## config.mk

```make
export PLATFORM = sky130hd
export DESIGN_NAME = coal_tick_ctrl
export DESIGN_NICKNAME = d
export VERILOG_FILES = /design/src/rtl/coal_pkg.sv /design/src/rtl/coal_class_trk.sv /design/src/rtl/coal_req_arb.sv /design/src/rtl/coal_tick_ctrl.sv
export SDC_FILE = /design/constraint.sdc
export NUM_CORES = 1
export LEC_CHECK = 0
export BUFFER_PORTS_ARGS = -buffer_cell sky130_fd_sc_hd__buf_4
export CAP_MARGIN = 10
export CORE_ASPECT_RATIO = 1.1
export CORE_UTILIZATION = 35
export CTS_BUF_LIST = sky130_fd_sc_hd__clkbuf_8
export DETAILED_ROUTE_END_ITERATION = 8
export MAX_ROUTING_LAYER = met4
export PLACE_DENSITY = 0.64
export SLEW_MARGIN = 25
export SYNTH_ARGS = -nofsm -noshare
export SYNTH_HDL_FRONTEND = slang
export SYNTH_SLANG_ARGS = --single-unit
export TNS_END_PERCENT = 100
```

## constraint.sdc

```tcl
create_clock -name clk -period 2.8 [get_ports clk]
set_clock_uncertainty 0.2 [all_clocks]
set_input_delay 0.28 -clock clk [delete_from_list [all_inputs] [get_ports clk]]
set_output_delay 0.28 -clock clk [all_outputs]
set_load 0.02 [all_outputs]
```

## src/rtl/coal_pkg.sv

```systemverilog
// Shared constants for the coalescing controller: reason mask layout and
// status word geometry. Assumes reason bits are a plain OR-able mask.
package coal_pkg;
    localparam int REASON_W   = 5;
    localparam int RSN_RX_TMR = 0;
    localparam int RSN_RX_CNT = 1;
    localparam int RSN_TX_TMR = 2;
    localparam int RSN_TX_CNT = 3;
    localparam int RSN_FORCE  = 4;
    localparam int STAT_W     = 32;
    localparam int STAT_ERR   = 2;
endpackage

```

## src/rtl/coal_class_trk.sv

```systemverilog
// Per-class tracker: countdown timer, saturating descriptor count and
// pending flag for one event stream. Assumes upd_done is asserted only for a
// completed update (ack while a request is open). Outputs are registered-state
// decodes, so a trigger reaches the request stage one edge after the state.
module coal_class_trk #(
    parameter int TICK_W = 10,
    parameter int CNT_W  = 8
) (
    input  logic              clk,
    input  logic              rst_n,
    input  logic              tick,
    input  logic              evt,
    input  logic [CNT_W-1:0]  bd_cnt,
    input  logic [TICK_W-1:0] tick_cfg,
    input  logic [CNT_W-1:0]  max_bd,
    input  logic              upd_done,
    output logic              timer_trig,
    output logic              count_trig
);
    localparam logic [CNT_W-1:0] CNT_MAX = '1;

    logic [TICK_W-1:0] timer_q;
    logic [CNT_W-1:0]  count_q;
    logic              pend_q;
    logic [CNT_W:0]    sum;

    // Saturating sum of the running count and the new descriptors.
    always_comb begin
        sum = {1'b0, count_q} + {1'b0, bd_cnt};
    end

    // Timer: reload on completed update, else count down on the strobe.
    always_ff @(posedge clk) begin
        if (!rst_n)
            timer_q <= '0;
        else if (upd_done)
            timer_q <= tick_cfg;
        else if (tick && timer_q != '0)
            timer_q <= timer_q - 1'b1;
    end

    // Pending flag and descriptor count: cleared by update, then fed by events.
    always_ff @(posedge clk) begin
        if (!rst_n) begin
            count_q <= '0;
            pend_q  <= 1'b0;
        end else if (upd_done) begin
            count_q <= evt ? bd_cnt : '0;
            pend_q  <= evt;
        end else if (evt) begin
            count_q <= sum[CNT_W] ? CNT_MAX : sum[CNT_W-1:0];
            pend_q  <= 1'b1;
        end
    end

    // Trigger decode from state and configuration.
    always_comb begin
        timer_trig = (tick_cfg != '0) && (timer_q == '0) && pend_q;
        count_trig = (max_bd != '0) && (count_q >= max_bd);
    end

    p_timer_hold_r2: assert property (@(posedge clk) disable iff (!rst_n)
        (!tick && !upd_done) |=> $stable(timer_q));
    p_clear_on_update_r7: assert property (@(posedge clk) disable iff (!rst_n)
        (upd_done && !evt) |=> (count_q == '0 && !pend_q));
    p_evt_sets_pending_r3: assert property (@(posedge clk) disable iff (!rst_n)
        evt |=> pend_q);
endmodule

```

## src/rtl/coal_req_arb.sv

```systemverilog
// Request stage: keeps one outstanding update request and merges new
// triggers into its reason mask. Flags a stray acknowledge as a sticky error.
// Assumes trig bits are level decodes that may repeat every cycle.
module coal_req_arb
    import coal_pkg::*;
(
    input  logic                clk,
    input  logic                rst_n,
    input  logic [REASON_W-1:0] trig,
    input  logic                ack,
    output logic                upd_req,
    output logic [REASON_W-1:0] upd_reason,
    output logic                err
);
    logic done;

    // A completed update is an acknowledge against an open request.
    always_comb begin
        done = ack && upd_req;
    end

    // Request register: open on any trigger, merge while waiting, close on ack.
    always_ff @(posedge clk) begin
        if (!rst_n) begin
            upd_req    <= 1'b0;
            upd_reason <= '0;
        end else if (done) begin
            upd_req    <= trig[RSN_FORCE];
            upd_reason <= trig & (REASON_W'(1) << RSN_FORCE);
        end else if (upd_req) begin
            upd_reason <= upd_reason | trig;
        end else begin
            upd_req    <= |trig;
            upd_reason <= trig;
        end
    end

    // Sticky error on acknowledge with nothing outstanding.
    always_ff @(posedge clk) begin
        if (!rst_n)
            err <= 1'b0;
        else if (ack && !upd_req)
            err <= 1'b1;
    end

    p_req_held_r8: assert property (@(posedge clk) disable iff (!rst_n)
        (upd_req && !ack) |=> upd_req);
    p_reason_grows_r8: assert property (@(posedge clk) disable iff (!rst_n)
        (upd_req && !ack) |=> ((upd_reason & $past(upd_reason)) == $past(upd_reason)));
    p_req_has_reason_r8: assert property (@(posedge clk) disable iff (!rst_n)
        upd_req |-> (upd_reason != '0));
    p_force_taken_r6: assert property (@(posedge clk) disable iff (!rst_n)
        trig[RSN_FORCE] |=> (upd_req && upd_reason[RSN_FORCE]));
    p_err_sticky_r9: assert property (@(posedge clk) disable iff (!rst_n)
        err |=> err);
endmodule

```

## src/rtl/coal_tick_ctrl.sv

```systemverilog
// Top of the coalescing controller: two class trackers feed the request
// stage. A transmit completion with the coalesce-now flag is a direct trigger.
// Assumes event pulses and us_tick are single-cycle and synchronous to clk.
module coal_tick_ctrl
    import coal_pkg::*;
#(
    parameter int TICK_W = 10,
    parameter int CNT_W  = 8
) (
    input  logic                clk,
    input  logic                rst_n,
    input  logic                us_tick,
    input  logic                rx_evt,
    input  logic [CNT_W-1:0]    rx_bd_cnt,
    input  logic                tx_evt,
    input  logic [CNT_W-1:0]    tx_bd_cnt,
    input  logic                tx_coal_now,
    input  logic [TICK_W-1:0]   rx_tick_cfg,
    input  logic [TICK_W-1:0]   tx_tick_cfg,
    input  logic [CNT_W-1:0]    rx_max_bd,
    input  logic [CNT_W-1:0]    tx_max_bd,
    input  logic                upd_ack,
    output logic                upd_req,
    output logic [REASON_W-1:0] upd_reason,
    output logic [STAT_W-1:0]   status
);
    localparam int NCLS = 2;

    logic [NCLS-1:0]   cls_evt;
    logic [CNT_W-1:0]  cls_bd   [NCLS];
    logic [TICK_W-1:0] cls_tick [NCLS];
    logic [CNT_W-1:0]  cls_max  [NCLS];
    logic [NCLS-1:0]   tmr_trig;
    logic [NCLS-1:0]   cnt_trig;
    logic [REASON_W-1:0] trig;
    logic              upd_done;
    logic              err;

    // Gather per-class inputs into arrays indexed 0 = receive, 1 = transmit.
    always_comb begin
        cls_evt     = {tx_evt, rx_evt};
        cls_bd[0]   = rx_bd_cnt;
        cls_bd[1]   = tx_bd_cnt;
        cls_tick[0] = rx_tick_cfg;
        cls_tick[1] = tx_tick_cfg;
        cls_max[0]  = rx_max_bd;
        cls_max[1]  = tx_max_bd;
        upd_done    = upd_ack && upd_req;
    end

    for (genvar c = 0; c < NCLS; c++) begin : g_cls
        coal_class_trk #(.TICK_W(TICK_W), .CNT_W(CNT_W)) u_trk (
            .clk        (clk),
            .rst_n      (rst_n),
            .tick       (us_tick),
            .evt        (cls_evt[c]),
            .bd_cnt     (cls_bd[c]),
            .tick_cfg   (cls_tick[c]),
            .max_bd     (cls_max[c]),
            .upd_done   (upd_done),
            .timer_trig (tmr_trig[c]),
            .count_trig (cnt_trig[c])
        );
    end

    // Assemble the trigger mask in reason-bit order.
    always_comb begin
        trig             = '0;
        trig[RSN_RX_TMR] = tmr_trig[0];
        trig[RSN_RX_CNT] = cnt_trig[0];
        trig[RSN_TX_TMR] = tmr_trig[1];
        trig[RSN_TX_CNT] = cnt_trig[1];
        trig[RSN_FORCE]  = tx_evt && tx_coal_now;
    end

    coal_req_arb u_arb (
        .clk        (clk),
        .rst_n      (rst_n),
        .trig       (trig),
        .ack        (upd_ack),
        .upd_req    (upd_req),
        .upd_reason (upd_reason),
        .err        (err)
    );

    // Read-only status word: only the error bit is live.
    always_comb begin
        status           = '0;
        status[STAT_ERR] = err;
    end

    p_status_zero_after_reset_r1: assert property (@(posedge clk)
        !rst_n |=> (status == '0 && !upd_req));
endmodule

```

Word-level counts from Yosys, hierarchy flattened. Cells that the tools add are included.

Add/subtract/negate cells: 4. $lt $le $gt $ge: 2. Mux-type cells: 20. Bitwise logic cells: 2. Reductions and logical operators: 26.

Operators by type and width (count): 8-bit two-way mux (8); 10-bit two-way mux (4); 10-bit nonzero test (4); 10-bit logical NOT (2); 10-bit by 1-bit subtractor with 10-bit output, second input constant (2); 8-bit by 8-bit adder with 9-bit output (2); 8-bit >= comparator (2); 8-bit nonzero test (2); 1-bit logical AND (11); 5-bit two-way mux (2); 2-bit nonzero test (4); 1-bit two-way mux (6); 5-bit OR (1); 5-bit OR reduction (1); 2-bit OR reduction (1); 1-bit logical NOT (1); 1-bit inverter (1).

Bits in registers: 45. Bits of input ports: 59. Output and inout port bits: 38. Logic and storage cells: 64.

Depth between registers and ports, before layout.
Depth after elaboration: 6. Mapped depth: 9.

Hierarchy. From an unflattened synthesis, not the netlist that was laid out.

Cells, all modules: 458. Area, all modules: 3688.5 um2.

Modules (own cells, without submodules): coal_class_trk (instances 2, cells each 198, area each 1582.8 um2, sequential area each 380.4 um2); coal_req_arb (instances 1, cells each 27, area each 266.5 um2, sequential area each 140.1 um2); coal_tick_ctrl (instances 1, cells each 35, area each 256.5 um2, sequential area each 0.0 um2).

Worst setup path before layout. No wires, ideal clock.

Path kind: flip-flop to flip-flop. Start point: register g_cls[0].u_trk.count_q[0]. End point: register g_cls[0].u_trk.count_q[0]. Arrival time: 1.844 ns. Data required time: 2.505 ns. Slack: 0.661 ns. Cell stages (with the launch flop): 9. Buffers on the path: 0. Clock period less this slack: 2.139 ns. Cell sequence: dfxtp_1 > ha_1 > inv_1 > fa_1 > nor2b_1 > o2111ai_1 > a31oi_1 > o22ai_1 > a221oi_1.

Cells in the longest elaborated chain, start to end: 4.

RTL lines: start: declaration (RTL line coal_class_trk.sv:23) `logic [CNT_W-1:0] count_q;`; start signal: assignment (RTL line coal_class_trk.sv:48) `count_q <= evt ? bd_cnt : '0;`; start signal: assignment (RTL line coal_class_trk.sv:51) `count_q <= sum[CNT_W] ? CNT_MAX : sum[CNT_W-1:0];`; 8-bit by 8-bit adder with 9-bit output (RTL line coal_class_trk.sv:29) `sum = {1'b0, count_q} + {1'b0, bd_cnt};`; 8-bit two-way mux (RTL line coal_class_trk.sv:51); 8-bit two-way mux (RTL line coal_class_trk.sv:50) `end else if (evt) begin`; 8-bit two-way mux (RTL line coal_class_trk.sv:47) `end else if (upd_done) begin`.

Every way passes these cells. The select of a mux whose other input is x is not followed. A chain may end at the register's enable or synchronous reset.

Worst setup path after layout.
Start point: register g_cls[1].u_trk.count_q[0]. End point: register u_arb.upd_req.

Cells in the longest elaborated chain, start to end: 5.

RTL lines: start: declaration (RTL line coal_class_trk.sv:23); start signal: assignment (RTL line coal_class_trk.sv:48); start signal: assignment (RTL line coal_class_trk.sv:51); 8-bit >= comparator (RTL line coal_class_trk.sv:59) `count_trig = (max_bd != '0) && (count_q >= max_bd);`; 1-bit logical AND (RTL line coal_class_trk.sv:59); 5-bit OR reduction (RTL line coal_req_arb.sv:33) `upd_req <= |trig;`; 1-bit two-way mux (RTL line coal_req_arb.sv:30) `end else if (upd_req) begin`; 1-bit two-way mux (RTL line coal_req_arb.sv:27) `end else if (done) begin`; end signal: assignment (RTL line coal_req_arb.sv:28) `upd_req <= trig[RSN_FORCE];`; end signal: assignment (RTL line coal_req_arb.sv:33); end: declaration (RTL line coal_req_arb.sv:11) `output logic upd_req,`.

Every way passes these cells.

==> flow_summary_export.csv <==
group,metric,value,unit
run_status,status,"complete, but fails checks",
run_status,violations,"DRC",
worst_hold_path,worstHoldEndpoint,"g_cls[1].u_trk.timer_q[1]",
synth,yosys_warnings,0,
clock_tree,cts_htree_levels,2,
drt,wire_per_inst,13.7,um
placed_design,portBuffers,65,
floorplanning,start_util,35.9,%
timing,maxSlewViolCount,0,
drt,drc,14,
grt,grt_max_degree,44,
worst_hold_path,hold_start,"tx_tick_cfg[1]",
clock_tree,clock_path_buffers,2,
final_layout,most-common-layout-cells,"buf_4 (68), dfxtp_1 (45), a21oi_1 (39)",
worst_setup_path,crit_arrival,2430,ps
synth,async_flop_share,0,%
placed_design,place_hpwl,6570,um
clock_tree,hold_buffers,0,
power_and_ir_drop,power,0.00306,W
clock_tree,cts_sinks,45,
worst_setup_path,cp_slowest_cell,"o41ai_1",
timing,timing.final.crit_period,2460,ps
worst_hold_path,worstHoldPathCells,3,
synth,syn_area_per_cell,7.88,sq um
worst_setup_path,r2r_slack,340,ps
worst_setup_path,startpoint_type,"flip-flop",
floorplanning,io_pins,97,
clock_tree,cts-root-buf,"clkbuf_8",
power_and_ir_drop,peakVddDrop,273,uV
timing,hold_violations,0,
clock_tree,cts.repair.resized,0,
floorplanning,die_h,107,um
final_layout,final_common_cell,"buf_4",
floorplanning,coreArea,0.00984,sq mm
synth,synth_cell_types,56,
timing,setup_tns,0,ps
drt,postRouteWirelength,8600,um
worst_setup_path,critPathKind,"reg -> reg",
timing,slew_headroom,47.5,%
worst_setup_path,cp-end-kind,"flip-flop",
grt,grt_pass1_vias,3010,
final_layout,syn_to_final_growth,15.7,%
synth,synth.top_cell.area_share,25.5,%
grt,globalRouteTotalUtil,17.1,%
timing,hold_slack,30.1,ps
floorplanning,dieArea,0.0105,sq mm
timing,fin_crit_sh,87.9,%
placed_design,routabilityCongestion,0.841,
synth,syn_inst,448,
worst_setup_path,rr_endpoint,"u_arb.upd_req",
synth,synth-edff-count,0,
timing,max_freq,406,MHz
worst_setup_path,worstPathRequired,2770,ps
placed_design,dp_slack,295,ps
timing,worst_pin_slew,785,ps
final_layout,final_cells,627,
timing,setup_viol,0,
placed_design,dp_cells,619,
floorplanning,rows,38,
synth,synthFlopType,"dfxtp_1",
final_layout,finalNetCount,602,
floorplanning,die_w,97.8,um
drt,drt_pass1_iterations,6,
synth,syn-cell-area,0.00353,sq mm
worst_setup_path,path_cells,"inv_1 -> ha_1 -> nand2b_1 -> a211oi_1 -> nor3_1 -> o41ai_1 -> and4_1 -> a221oi_2",
grt,grt_pass1_wl,14200,um
clock_tree,clk_pin_slew,100,ps
worst_setup_path,reg2reg_from,"g_cls[1].u_trk.count_q[0]",
power_and_ir_drop,powerDensity,749,mW/mm^2
timing,fin_ws,338,ps
power_and_ir_drop,leakagePower,1.83,nW
run,drv_cap,0,
final_layout,num-fill-cells,1008,
worst_setup_path,ff2ff_path_depth,8,
worst_setup_path,crit_fanout,4,
synth,synth-seq-area-share,25.5,%
timing,rsz0062_at_grt,"false",
grt,antenna_found_initial,0,
clock_tree,numCtsBuffers,5,
drt,vias,3275,
worst_setup_path,cp_slowest_stage_delay,540,ps
final_layout,antenna_cells,0,
clock_tree,worstSkewPairLatency,300,ps
drt,avgViaCountPerCell,5.22,
drt,ant_nets,0,
synth,synth-seq-cells,45,
clock_tree,cts_tree,"yes",
synth,synth_area_leaders,"dfxtp_1 (26%), ha_1 (12%), buf_4 (7.0%)",
grt,grt_remaining_overflow,0,
worst_hold_path,hold_class,"in -> reg",
drt,drtIter0Drc,123,
final_layout,final_layout_size_suffix_gt1_share,17.6,%
synth,yosys.area.top_type,"dfxtp_1",
clock_tree,cts_setup_buffers,0,
==> layer usage <==
layer	global-route usage [%]	up-vias	wire length, um
met4	4.11	0	91
met5	-	-	0
met1	21.9	1504	3960
met3	3.38	9	463
li1	-	1671	-
met2	27.9	91	4090
==> worst max-delay path by stage <==
stage                               from                        end  cells after the start
2_1_floorplan  g_cls[0].u_trk.count_q[0]  g_cls[0].u_trk.count_q[0]                      8
3_3_place_gp                rx_bd_cnt[0]  g_cls[0].u_trk.count_q[2]                     10
3_5_place_dp                rx_bd_cnt[0]  g_cls[0].u_trk.count_q[2]                     10
4_1_cts        g_cls[0].u_trk.count_q[0]  g_cls[0].u_trk.count_q[2]                      9
5_1_grt        g_cls[0].u_trk.count_q[0]  g_cls[0].u_trk.count_q[4]                      8
6_report       g_cls[1].u_trk.count_q[0]              u_arb.upd_req                      8
==> flip-flops by register name, indices dropped and copies added (netlist names) <==
register             flops
g_cls.u_trk.pend_q       2
g_cls.u_trk.count_q     16
u_arb.upd_reason         5
u_arb.upd_req            1
u_arb.err                1
g_cls.u_trk.timer_q     20
==> report_power, final <==
group	leakage (nW)	internal, W	switching, W
sequential	0.372	0.000843	0.000219
combinational	1.41	0.000707	0.000850
clock	0.0512	0.000201	0.000240
total	1.83	0.00175	0.00131
==> cell usage after synthesis (all sizes together) (3+ instances only) <==
master,instances
nand3b,3
clkbuf,10
a21oi,39
o211ai,6
o21a,5
nor2,35
nand3,11
inv,34
nor3,13
nor2b,5
ha,35
buf,37
xnor2,7
a221oi,7
a211oi,17
xor2,11
o21ai,33
nor4,12
a21o,6
dfxtp,45
nand4,3
a31oi,7
nand2,33
==> through the flow <==
stage / area (sq um) / utilization, %
floorplan: 3640 / -
global placement: 3990 / 40.5
detailed placement: 3990 / 40.5
CTS: 4090 / 41.5
global route: 4090 / 41.5
finish: 4090 / 41.5
==> critical path: cells and delay by family (launching register included) <==
kind	cells	cell delay, ps
flip-flops	1	390
adder cells (fa/ha/maj)	1	260
buffers and inverters	1	60
AO/OA/AOI/OAI	3	880
AND/OR/NAND/NOR	3	530
==> kinds of logic (layout without fill, tap and decap cells) <==
group / Yosys count / after routing / share of synthesized area, %
AOI/OAI and AO/OA: 136 / 136 / 24.8
buffers and inverters: 81 / 110 / 12.6
DFF: 45 / 45 / 25.5
other: 1 / 31 / 0.106
and+or+nand+nor: 129 / 129 / 18.7
muxes: 1 / 1 / 0.284
xor gates and xnor gates: 18 / 18 / 4.47
adders and majority gates: 37 / 37 / 13.5
==> final cells by class <==
| type | count | area, sq um | area share [%] |
|---|---|---|---|
| multi-input combinational | 352 | 2300 | 56.3 |
| tap | 120 | 150 | 3.68 |
| timing repair buffer | 68 | 510 | 12.5 |
| inverter | 34 | 128 | 3.12 |
| clock buffer | 6 | 82.6 | 2.02 |
| clock inverter | 2 | 13.8 | 0.337 |
| sequential | 45 | 901 | 22.1 |
No activity file was read; power rests on OpenSTA's default activity.
